**src/rtl/msi_evq_pkg.sv**
```systemverilog
package msi_evq_pkg;
    localparam int PTR_W      = 6;
    localparam int RING_SLOTS = 1 << PTR_W;
    localparam int PAGE_SHIFT = 12;
    localparam int RING_SHIFT = PTR_W + 2;

    localparam int CB_ENABLE = 0;
    localparam int CB_EVTINT = 1;
    localparam int CB_IRQOUT = 11;

    localparam int RA_BASE_LO = 'h00;
    localparam int RA_BASE_HI = 'h04;
    localparam int RA_MASK    = 'h08;
    localparam int RA_OVF     = 'h0C;
    localparam int RA_CTRL0   = 'h10;
    localparam int RA_HEAD0   = 'h30;
    localparam int RA_TAIL0   = 'h50;
    localparam int RA_CNT0    = 'h70;

    typedef enum logic {ST_IDLE, ST_WRITE} wr_state_e;
endpackage

```
**src/rtl/msi_evq_decode.sv**
```systemverilog
module msi_evq_decode #(
    parameter int NUM_Q          = 6,
    parameter int OFF_W          = 16,
    parameter int PER_QUEUE_PAGE = 1,
    localparam int QW            = (NUM_Q > 1) ? $clog2(NUM_Q) : 1
) (
    input  logic [OFF_W-1:0] off,
    output logic [QW-1:0]    qsel,
    output logic             hit
);
    import msi_evq_pkg::*;

    logic [31:0] q_full;

    generate
        if (PER_QUEUE_PAGE != 0) begin : g_page
            always_comb begin
                q_full = 32'(off >> PAGE_SHIFT);
                hit    = (q_full < 32'(NUM_Q));
            end
        end else begin : g_word
            always_comb begin
                q_full = 32'(off >> 2);
                hit    = (q_full < 32'(NUM_Q)) && (off[1:0] == 2'b00);
            end
        end
    endgenerate

    assign qsel = q_full[QW-1:0];
endmodule

```
**src/rtl/msi_evq_irq.sv**
```systemverilog
module msi_evq_irq #(
    parameter int NUM_Q     = 6,
    parameter int HAS_INTEN = 1
) (
    input  logic             clk,
    input  logic             rst_n,
    input  logic [NUM_Q-1:0] ctrl_ok,
    input  logic [NUM_Q-1:0] mask,
    input  logic [NUM_Q-1:0] nonempty,
    output logic [NUM_Q-1:0] irq
);
    logic [NUM_Q-1:0] lvl_d, lvl_q;

    generate
        if (HAS_INTEN != 0) begin : g_mask
            always_comb lvl_d = ctrl_ok & mask & nonempty;
        end else begin : g_nomask
            always_comb lvl_d = ctrl_ok & nonempty;
        end
    endgenerate

    always_ff @(posedge clk or negedge rst_n) begin
        if (!rst_n) lvl_q <= '0;
        else        lvl_q <= lvl_d;
    end

    assign irq = lvl_q;

    logic unused_mask;
    assign unused_mask = (HAS_INTEN == 0) ? ^mask : 1'b0;
endmodule

```
**src/rtl/msi_evq_ctrl.sv**
```systemverilog
module msi_evq_ctrl #(
    parameter int NUM_Q          = 6,
    parameter int OFF_W          = 16,
    parameter int ADDR_W         = 64,
    parameter int PER_QUEUE_PAGE = 1,
    parameter int HAS_INTEN      = 1
) (
    input  logic              clk,
    input  logic              rst_n,
    input  logic              msi_valid,
    output logic              msi_ready,
    input  logic [OFF_W-1:0]  msi_off,
    input  logic [15:0]       msi_data,
    output logic              mem_req,
    output logic [ADDR_W-1:0] mem_addr,
    output logic [31:0]       mem_wdata,
    input  logic              mem_ack,
    input  logic              reg_we,
    input  logic [7:0]        reg_addr,
    input  logic [31:0]       reg_wdata,
    output logic [31:0]       reg_rdata,
    output logic [NUM_Q-1:0]  irq
);
    import msi_evq_pkg::*;

    localparam int QW      = (NUM_Q > 1) ? $clog2(NUM_Q) : 1;
    localparam int Q_SHIFT = (PER_QUEUE_PAGE != 0) ? PAGE_SHIFT : RING_SHIFT;

    typedef struct packed {
        wr_state_e                    st;
        logic [NUM_Q-1:0][PTR_W-1:0]  head;
        logic [NUM_Q-1:0][PTR_W-1:0]  tail;
        logic [NUM_Q-1:0][2:0]        ctrl;
        logic [NUM_Q-1:0]             mask;
        logic [NUM_Q-1:0]             ovf;
        logic [ADDR_W-1:0]            base;
        logic [QW-1:0]                cur_q;
        logic [ADDR_W-1:0]            addr;
        logic [15:0]                  data;
    } evq_state_t;

    evq_state_t st_d, st_q;

    logic [QW-1:0]    dec_q;
    logic             dec_hit;
    logic [NUM_Q-1:0] ctrl_ok, nonempty;

    msi_evq_decode #(
        .NUM_Q(NUM_Q), .OFF_W(OFF_W), .PER_QUEUE_PAGE(PER_QUEUE_PAGE)
    ) i_decode (
        .off(msi_off), .qsel(dec_q), .hit(dec_hit)
    );

    always_comb begin
        for (int i = 0; i < NUM_Q; i++) begin
            ctrl_ok[i]  = &st_q.ctrl[i];
            nonempty[i] = (st_q.head[i] != st_q.tail[i]);
        end
    end

    msi_evq_irq #(.NUM_Q(NUM_Q), .HAS_INTEN(HAS_INTEN)) i_irq (
        .clk(clk), .rst_n(rst_n), .ctrl_ok(ctrl_ok),
        .mask(st_q.mask), .nonempty(nonempty), .irq(irq)
    );

    always_comb begin
        logic [PTR_W-1:0] nxt_tail;
        st_d     = st_q;
        nxt_tail = st_q.tail[dec_q] + PTR_W'(1);

        if (reg_we) begin
            case (32'(reg_addr))
                RA_BASE_LO: st_d.base[31:0]        = reg_wdata;
                RA_BASE_HI: st_d.base[ADDR_W-1:32] = reg_wdata[ADDR_W-33:0];
                RA_MASK:    st_d.mask              = reg_wdata[NUM_Q-1:0];
                RA_OVF:     st_d.ovf               = st_q.ovf & ~reg_wdata[NUM_Q-1:0];
                default: ;
            endcase
            for (int i = 0; i < NUM_Q; i++) begin
                if (32'(reg_addr) == RA_CTRL0 + 4*i)
                    st_d.ctrl[i] = {reg_wdata[CB_IRQOUT], reg_wdata[CB_EVTINT], reg_wdata[CB_ENABLE]};
                if (32'(reg_addr) == RA_HEAD0 + 4*i)
                    st_d.head[i] = reg_wdata[PTR_W-1:0];
            end
        end

        case (st_q.st)
            ST_IDLE: begin
                if (msi_valid && dec_hit && st_q.ctrl[dec_q][0]) begin
                    if (nxt_tail == st_q.head[dec_q]) begin
                        st_d.ovf[dec_q] = 1'b1;
                    end else begin
                        st_d.st    = ST_WRITE;
                        st_d.cur_q = dec_q;
                        st_d.data  = msi_data;
                        st_d.addr  = st_q.base
                                   + (ADDR_W'(dec_q) << Q_SHIFT)
                                   + (ADDR_W'(st_q.tail[dec_q]) << 2);
                    end
                end
            end
            ST_WRITE: begin
                if (mem_ack) begin
                    st_d.tail[st_q.cur_q] = st_q.tail[st_q.cur_q] + PTR_W'(1);
                    st_d.st               = ST_IDLE;
                end
            end
            default: st_d.st = ST_IDLE;
        endcase
    end

    always_ff @(posedge clk or negedge rst_n) begin
        if (!rst_n) st_q <= '0;
        else        st_q <= st_d;
    end

    always_comb begin
        reg_rdata = '0;
        case (32'(reg_addr))
            RA_BASE_LO: reg_rdata = st_q.base[31:0];
            RA_BASE_HI: reg_rdata = 32'(st_q.base[ADDR_W-1:32]);
            RA_MASK:    reg_rdata = 32'(st_q.mask);
            RA_OVF:     reg_rdata = 32'(st_q.ovf);
            default: ;
        endcase
        for (int i = 0; i < NUM_Q; i++) begin
            if (32'(reg_addr) == RA_CTRL0 + 4*i) begin
                reg_rdata[CB_ENABLE] = st_q.ctrl[i][0];
                reg_rdata[CB_EVTINT] = st_q.ctrl[i][1];
                reg_rdata[CB_IRQOUT] = st_q.ctrl[i][2];
            end
            if (32'(reg_addr) == RA_HEAD0 + 4*i) reg_rdata = 32'(st_q.head[i]);
            if (32'(reg_addr) == RA_TAIL0 + 4*i) reg_rdata = 32'(st_q.tail[i]);
            if (32'(reg_addr) == RA_CNT0 + 4*i)
                reg_rdata = 32'(PTR_W'(st_q.tail[i] - st_q.head[i]));
        end
    end

    assign msi_ready = (st_q.st == ST_IDLE);
    assign mem_req   = (st_q.st == ST_WRITE);
    assign mem_addr  = st_q.addr;
    assign mem_wdata = {16'h0000, st_q.data};
endmodule

```
**config.mk**
```make
export PLATFORM = sky130hd
export DESIGN_NAME = msi_evq_ctrl
export DESIGN_NICKNAME = d
export VERILOG_FILES = /design/src/rtl/msi_evq_pkg.sv /design/src/rtl/msi_evq_decode.sv /design/src/rtl/msi_evq_irq.sv /design/src/rtl/msi_evq_ctrl.sv
export SDC_FILE = /design/constraint.sdc
export NUM_CORES = 1
export LEC_CHECK = 0
export BUFFER_PORTS_ARGS = -buffer_cell sky130_fd_sc_hd__buf_4
export CAP_MARGIN = 20
export CORE_MARGIN = 3
export CORE_UTILIZATION = 40
export DETAILED_ROUTE_END_ITERATION = 8
export GPL_TIMING_DRIVEN = 0
export PLACE_DENSITY = 0.63
export SYNTH_ARGS = -nofsm -noshare
export SYNTH_HDL_FRONTEND = slang
export SYNTH_HIERARCHICAL = 1
export SYNTH_SLANG_ARGS = --single-unit
export TNS_END_PERCENT = 10
```
**constraint.sdc**
```tcl
create_clock -name clk -period 4.25 [get_ports clk]
set_input_delay 0.425 -clock clk [delete_from_list [all_inputs] [get_ports clk]]
set_output_delay 0.425 -clock clk [all_outputs]
set_load 0.03 [all_outputs]
```
# Word-level counts from Yosys, hierarchy flattened
# Index checks and enable logic that the tools add are counted.
[word_totals]
output_inout_bits = 136
inputBits = 77
regBits = 256
wordCells = 166
[classes]
mux = 55
reduce_logical = 28
n_addsub = 10
magnitude_cmp = 5
bitwise_logic = 7
n_eq_ne = 34
[op_table]
columns = ["op", "count"]
rows = [
  ["$mux W32", 20],
  ["$pmux W32 S4", 1],
  ["$eq A8 B7 Y1 const B", 12],
  ["$mux W70", 1],
  ["$add A64 B15 Y64", 1],
  ["$add A64 B8 Y64", 1],
  ["$bmux W6 S3", 3],
  ["$eq A8 B6 Y1 const B", 6],
  ["$mux W6", 8],
  ["$bwmux W36", 1],
  ["$ne A6 B6 Y1", 6],
  ["$sub A6 B6 Y6", 6],
  ["$eq A8 B5 Y1 const B", 4],
  ["$reduce_and A2 Y1", 16],
  ["$reduce_and A3 Y1", 7],
  ["$and A6 B6 Y6", 3],
  ["$demux W6 S3", 1],
  ["$eq A8 B4 Y1 const B", 2],
  ["$eq A8 B8 Y1 const B", 2],
  ["$add A6 B1 Y6 const B", 2],
  ["$mux W2", 6],
  ["$mux W1", 11],
  ["$bmux W3 S3", 1],
  ["$eq A8 B3 Y1 const B", 1],
  ["11 further kinds", 17],
]

# Longest topological paths before layout
# Gate-level depths: netlist (run 1).
[logic_depth]
depth_word = 26
mapped_depth = 19
mapped_depth_nobuf = 16

# Modules after synthesis
# The synthesis (run 1) kept the hierarchy.
[modules_own_cells]
columns = ["mod", "area_per_inst_um2", "seq_area_each_um2", "cells_per_inst", "n_inst"]
rows = [
  ["msi_evq_ctrl", 16450.8, 6256.0, 1574, 1],
  ["msi_evq_irq", 187.7, 150.1, 12, 1],
  ["msi_evq_decode", 31.3, 0.0, 4, 1],
]

# Least setup slack after synthesis (run 1)
# OpenSTA, ideal clock, no wires.
[synth_timing]
path_type = "input port to flip-flop"
startpoint = "in msi_off[14]"
endpoint = "reg st_q, in the netlist mem_addr[52]"
setup_time_ns = 0.125
slack_ns = 0.364
cell_stages = 19
n_path_buf = 3
required_ns = 4.125
arrival_time_ns = 3.761
cell_sequence = "buf_4 buf_4 buf_4 inv_1 nor2_1 a21oi_1 o22a_1 inv_1 ha_1 inv_1 fa_1 nor2b_1 o21ai_0 a21boi_0 o311ai_0 a21oi_1 nand4_1 xnor2_1 mux2_4"
[synth_between]
elab_chain_len = 6
word_cells_on_any_way = 15
classes_between = "3 x add/sub; 1 x order compare; 1 x eq/ne; 6 x mux; 1 x bitwise; 3 x reduce/logical"
[synth_lines]
columns = ["item", "line_no", "rtl"]
rows = [
  ["start, declared", "msi_evq_ctrl.sv:12", "input logic [OFF_W-1:0] msi_off,"],
  ["branches (longest 6 deep; another with $add A64 B15 Y64)", "n/a", ""],
  ["end signal, assigned", "msi_evq_ctrl.sv:114", "else st_q <= st_d;"],
  ["end, declared", "msi_evq_ctrl.sv:42", "evq_state_t st_d, st_q;"],
]
# Parallel ways; which one is timed is not known. The select of a mux whose other input is x is not followed.
# A chain may end at the register's enable or synchronous reset.

# Worst setup path after layout (run 1)
[layout_timing]
startpoint = "in reg_addr[3]"
endpoint = "out reg_rdata[5]"
[layout_between]
elab_chain_len = 20
word_cells_on_any_way = 41
classes_between = "21 x eq/ne; 19 x mux; 1 x reduce/logical"
[layout_lines]
columns = ["item", "line_no", "rtl"]
rows = [
  ["start, declared", "msi_evq_ctrl.sv:19", "input logic [7:0] reg_addr,"],
  ["$eq A8 B4 Y1 (tied with other cells)", "msi_evq_ctrl.sv:119", "case (32'(reg_addr))"],
  ["$pmux W32 S4", "msi_evq_ctrl.sv:119", ""],
  ["$mux W32", "msi_evq_ctrl.sv:132", "if (32'(reg_addr) == RA_HEAD0 + 4*i) reg_rdata = 32'(st_q.head[i]);"],
  ["$mux W32", "msi_evq_ctrl.sv:133", "if (32'(reg_addr) == RA_TAIL0 + 4*i) reg_rdata = 32'(st_q.tail[i]);"],
  ["$mux W32", "msi_evq_ctrl.sv:134", "if (32'(reg_addr) == RA_CNT0 + 4*i)"],
  ["$mux W32", "msi_evq_ctrl.sv:132", ""],
  ["$mux W32", "msi_evq_ctrl.sv:133", ""],
  ["$mux W32", "msi_evq_ctrl.sv:134", ""],
  ["[4 not listed]", "n/a", ""],
  ["$mux W32", "msi_evq_ctrl.sv:133", ""],
  ["$mux W32", "msi_evq_ctrl.sv:134", ""],
  ["$mux W32", "msi_evq_ctrl.sv:132", ""],
  ["$mux W32", "msi_evq_ctrl.sv:133", ""],
  ["$mux W32", "msi_evq_ctrl.sv:134", ""],
  ["$mux W32", "msi_evq_ctrl.sv:132", ""],
  ["$mux W32", "msi_evq_ctrl.sv:133", ""],
  ["$mux W32 *", "msi_evq_ctrl.sv:134", ""],
  ["end, declared", "msi_evq_ctrl.sv:21", "output logic [31:0] reg_rdata,"],
]
# Every way passes the cells marked *; elsewhere a longest branch is shown, timed or not.

==> results.json, run 1 <==
{
  "critical-path-top-delay-family": "buffers and inverters",
  "hold_violations": 0,
  "fin_tns_setup_ns": -0.0197,
  "fin_skew_ns": 0.0300,
  "start_util_pct": 40.6,
  "fp-row-count": 74,
  "fin_crit_sh_pct": 100,
  "violations": "setup timing",
  "syn_area_per_cell_um2": 10.5,
  "port_buffers": 178,
  "holdWs_ns": 0.0367,
  "core-area_um2": 41000,
  "overflow": 0,
  "rsz0062_at_grt": "true",
  "fin_area_um2": 20000,
  "clk_latency_ns": 0.61,
  "yosysUniqueCellTypes": 76,
  "die-area_um2": 44200,
  "fmax_mhz": 234,
  "ys_warn_count": 6,
  "crit_top_cell": "clkbuf_1",
  "antenna_found_initial": 0,
  "ys_seq_area_share_pct": 38.4,
  "synth_top_area_share_pct": 38.4,
  "cts_buffers": 31,
  "grt_max_degree": 108,
  "dpl_cell_area_um2": 18800,
  "drive_above_1_share_pct": 33.9,
  "clock_path_buffers": 3,
  "fin_ws_ns": -0.0197,
  "grt_usage_pct": 25.8,
  "cp_slowest_stage_delay_ns": 0.56,
  "vias": 13775,
  "synth_edf_count": 0,
  "place_hpwl_um": 44600,
  "cp-start-kind": "input port",
  "relSlewSlack_pct": 30.5,
  "finalSetupViolations": 1,
  "nFillCells": 3819,
  "synth_area_leaders": "dfrtp_1, mux2_2, mux2_4",
  "powerDensity_nw_per_um2": 330,
  "drt_iter0_drc": 1104,
  "synth_area_leader_cell": "dfrtp_1",
  "clock-sinks": 256,
  "wirelength_um": 58300,
  "syn_inst": 1590,
  "synth-async-reset-ratio_pct": 100,
  "path_max_fanout": 10,
  "antennaDiodeCount": 0,
  "utilization_pct": 48.9,
  "synthFlopType": "dfrtp_1",
  "worstHoldPathType": "input port to register",
  "fin_nets": 1951,
  "ys_ff_latch": 256,
  "leakage_nw": 9.57,
  "grt_pass1_wl_um": 87300,
  "ff_latch_area_um2": 6410,
  "worstMarginPinSlew_ns": 1.03,
  "crit_path_end_kind": "output port",
  "die-width_um": 210,
  "status": "complete, but fails checks",
  "wl_per_cell_um": 24.5,
  "drc": 0,
  "path_clk_slew_ns": 0.06,
  "arrival_ns": 3.84,
  "root_buffer": "clkbuf_16",
  "die_h_um": 210,
  "cap_violations": 0,
  "slowest_stage": "nor4b_1",
  "critPathKind": "input port to output port",
  "maxSlewViolCount": 0,
  "cts_tree": "built",
  "cp_num_buf_inv": 6,
  "gp_congestion": 0.978,
  "multi_input_area_um2": 8940,
  "path_cells": "buf_4 > clkbuf_1 > nor4_1 > buf_2 > clkbuf_1 > nand3_1 > clkbuf_1 > nand4_1 > a21oi_1 > nor4b_1 > o22ai_1 > buf_4",
  "peakVddDrop_mv": 0.317,
  "total_power_mw": 6.61,
  "detail_route.first_pass.iterations": 6,
  "postRouteAntennaNets": 0,
  "critical_path_required_ns": 3.83,
  "period_minus_slack_ns": 4.27,
  "vias_per_cell": 5.78,
  "ios": 213,
  "htreeDepth": 1,
  "netlist_area_um2": 16700,
  "area_delta_synth_final_pct": 20.2,
  "first_global_vias": 13841
}
[power breakdown]
part           switching (mW)  internal (mW)
registers               0.133           2.54
clock network            1.16           1.77
logic                   0.583          0.430
[cells in the final DEF (no fill, tap or decap), types with 13 or more instances in the layout]
cell / instances
clkbuf_16: 31
clkbuf_1: 41
ha_1: 41
mux2_2: 165
and3_1: 33
buf_1: 15
mux2_4: 70
mux2i_1: 33
a22o_1: 36
a21oi_1: 48
nor3_1: 26
nand4_1: 23
nor2_1: 87
nand3_1: 45
o22ai_1: 18
conb_1: 16
dfrtp_1: 255
inv_1: 75
xnor2_1: 58
nor4_1: 14
o221ai_1: 13
nor2b_1: 18
xor2_1: 39
buf_4: 281
nand2_1: 85
o21ai_0: 54
[path summary, 6_finish.rpt]
check | start | end | slack [ns] | cells past startpoint
setup / recovery | reg_addr[3] | reg_rdata[5] | -0.02 | 12
hold / removal | mem_ack | mem_req | 0.04 | 2
hold reg to reg | mem_addr[9] | mem_addr[9] | 0.51 | 1
min in group asynchronous | rst_n | mem_wdata[5] | 0.36 | 2
max in group asynchronous | rst_n | st_q[248] | 2.49 | 4
setup reg to reg | st_q[203] | mem_addr[60] | 0.25 | 15
[layer usage]
metal | routed length [um] | track usage [%] | vias up
met3 | 3950 | 4.00 | 150
met1 | 24300 | 33.7 | 6843
met4 | 2780 | 10.2 | 0
li1 | - | - | 6165
met5 | 0 | 0 | -
met2 | 27300 | 43.4 | 617
[kinds of logic after synthesis]
logic type	synth area share [%]
DFF	38.4
AOI/OAI and AO/OA	11.5
xor gates and xnor gates	5.10
other	0.0225
adders and majority gates	3.92
buffers and inverters	8.61
muxes	20.8
and+or+nand+nor	11.6
[through the flow]
step                setup slack (ns)  cells
global route                 -0.0840   2383
detailed placement             -1.33   2322
floorplan                      0.364   1605
CTS                          -0.0159   2383
global placement               -1.35   2315
finish                       -0.0197   2383
[cell usage after synthesis, types with 7 or more instances]
master    count
nor2_1       87
nor2b_1      18
nand2_1      85
mux2i_1      33
buf_4       101
clkbuf_1     44
nand4_1      23
o21ai_0      56
inv_1        75
fa_1          7
nand3_1      45
xor2_1       39
buf_8         7
o22ai_1      18
buf_1        15
a22oi_1      12
nand2b_1     11
a22o_1       36
nor3_1       27
a21o_1       11
nor4_1       15
mux2_4       70
mux2_2      165
xnor2_1      58
a221oi_1     12
o221ai_1     13
dfrtp_1     256
mux4_2       10
or3_1         7
a211oi_1      7
a21oi_1      50
and3_1       33
ha_1         41
o211ai_1      7
[state kept, by name, summed over array words and instances (netlist names)]
name and count:
mem_addr 64, i_irq/irq 6, mem_wdata 16, mem_req 1
st_q 169
[timing repair]
action,CTS,global route
setup buffers,2,0
endpoints found under the setup margin,40,47
pin swaps,1,0
endpoints found under the hold margin,64,0
hold buffers,1,0
gates resized for setup,7,14
[area by class of cell]
type,count,share of cell area (%)
tap,532,3.32
timing repair buffer,188,7.27
clock inverter,24,1.56
buffer,175,5.76
inverter,76,1.42
multi-input combinational,1098,44.6
sequential,256,32.0
clock buffer,34,4.08
No activity file was read; power rests on OpenSTA's default activity.
==> inputs of run 2 (changes only) <==
- clock period: 4.25 -> 4.3 ns (I/O delays scaled with it)
==> results.json, run 2 (same netlist as run 1, synthesis figures left out) <==
{
  "final_common_cell": "buf_4",
  "fp-row-count": 74,
  "cp_slowest_stage_delay_ns": 0.54,
  "critical-path-top-delay-family": "buffers and inverters",
  "die-area_um2": 44200,
  "cts_buffers": 31,
  "path_clk_slew_ns": 0.06,
  "die_h_um": 210,
  "path_max_fanout": 10,
  "worst-path-stages": 12,
  "postRouteAntennaNets": 0,
  "holdWs_ns": 0.0436,
  "place_hpwl_um": 44600,
  "largest_register_ffs": 169,
  "peakVddDrop_mv": 0.312,
  "period_minus_slack_ns": 4.26,
  "mostFrequentLayoutCells": "buf_4, dfrtp_1, mux2_2",
  "area_delta_synth_final_pct": 20.2,
  "maxSlewViolCount": 0,
  "grt_usage_pct": 25.8,
  "cap_violations": 0,
  "fin_area_um2": 20000,
  "htreeDepth": 1,
  "port_buffers": 178,
  "slowest_stage": "nor4b_1",
  "clock-sinks": 256,
  "rr_worst_depth": 15,
  "clock_path_buffers": 3,
  "die-width_um": 210,
  "leakage_nw": 9.58,
  "fin_crit_sh_pct": 99.1,
  "powerDensity_nw_per_um2": 326,
  "detail_route.first_pass.iterations": 6,
  "gp_congestion": 0.978,
  "antenna_found_initial": 1,
  "antennaDiodeCount": 0,
  "fmax_mhz": 235,
  "first_global_vias": 13841,
  "core-area_um2": 41000,
  "grt_pass1_wl_um": 87300,
  "vias_per_cell": 5.77,
  "wirelength_um": 58200,
  "critical_path_required_ns": 3.87,
  "start_util_pct": 40.6,
  "largest_register": "st_q",
  "crit_path_end_kind": "output port",
  "ios": 213,
  "fin_nets": 1951,
  "worstHoldPathType": "input port to register",
  "ff_latch_area_um2": 6410,
  "drt_iter0_drc": 1121,
  "grt_max_degree": 108,
  "cp-start-kind": "input port",
  "arrival_ns": 3.83,
  "drc": 0,
  "fin_skew_ns": 0.0278,
  "multi_input_area_um2": 8940,
  "wl_per_cell_um": 24.4,
  "rsz0062_at_grt": "true",
  "path_cells": "buf_4 > clkbuf_1 > nor4_1 > buf_2 > clkbuf_1 > nand3_1 > clkbuf_1 > nand4_1 > a21oi_1 > nor4b_1 > o22ai_1 > buf_4",
  "clk_latency_ns": 0.61,
  "finalSetupViolations": 0,
  "drive_above_1_share_pct": 33.9,
  "hold_violations": 0,
  "fin_tns_setup_ns": 0,
  "critPathKind": "input port to output port",
  "cts_tree": "built",
  "status": "finished, final reports clean",
  "nFillCells": 3819,
  "whs_path_depth": 2,
  "dpl_cell_area_um2": 18800,
  "root_buffer": "clkbuf_16",
  "utilization_pct": 48.9,
  "relSlewSlack_pct": 30.7,
  "overflow": 0,
  "worstMarginPinSlew_ns": 1.03,
  "vias": 13751,
  "crit_top_cell": "clkbuf_1",
  "cp_num_buf_inv": 6
}
run 2: power breakdown:
| part | total, mW | switching, mW | internal (mW) | leakage [nW] |
|---|---|---|---|---|
| sequential | 2.64 | 0.132 | 2.51 | 3.49 |
| clock | 2.89 | 1.15 | 1.75 | 0.553 |
| combinational | 1.00 | 0.576 | 0.425 | 5.53 |
| total | 6.53 | 1.86 | 4.68 | 9.58 |
run 2: final timing paths:
check / to / slack [ns] / startpoint
min in group asynchronous: mem_wdata[5] / 0.37 / rst_n
worst min-delay path: mem_req / 0.04 / mem_ack
worst max register to register: mem_addr[60] / 0.29 / st_q[203]
max in group asynchronous: st_q[248] / 2.54 / rst_n
worst min register to register: mem_addr[9] / 0.51 / mem_addr[9]
worst max-delay path: reg_rdata[5] / 0.04 / reg_addr[3]
run 2: per-layer routing:
metal	routed length, um	track usage [%]
met5	13	0
met4	2820	10.2
met3	3620	4.00
met2	27300	43.4
met1	24500	33.7
run 2: final cells by class:
class	instances	area share (%)
clock buffers	34	4.08
inverters	76	1.42
multi-input cells	1098	44.6
clock inverters	24	1.56
well taps	532	3.32
repair buffers	188	7.27
plain buffers	175	5.76
flip-flops and latches	256	32.0
run 2: metrics by stage:
step | power (mW) | setup slack, ns | std cells
CTS | 6.57 | 0.0291 | 2383
global placement | 3.65 | -1.31 | 2315
floorplan | 3.26 | 0.409 | 1605
global route | 6.77 | -0.0440 | 2383
finish | 6.53 | 0.0399 | 2383
detailed placement | 3.66 | -1.28 | 2322
run 2: repair_timing:
item	4_1_cts	5_1_grt
pin swaps	1	0
endpoints found under the setup margin	39	45
hold buffers	1	0
endpoints found under the hold margin	64	0
setup buffers	2	0
gates resized for setup	7	12
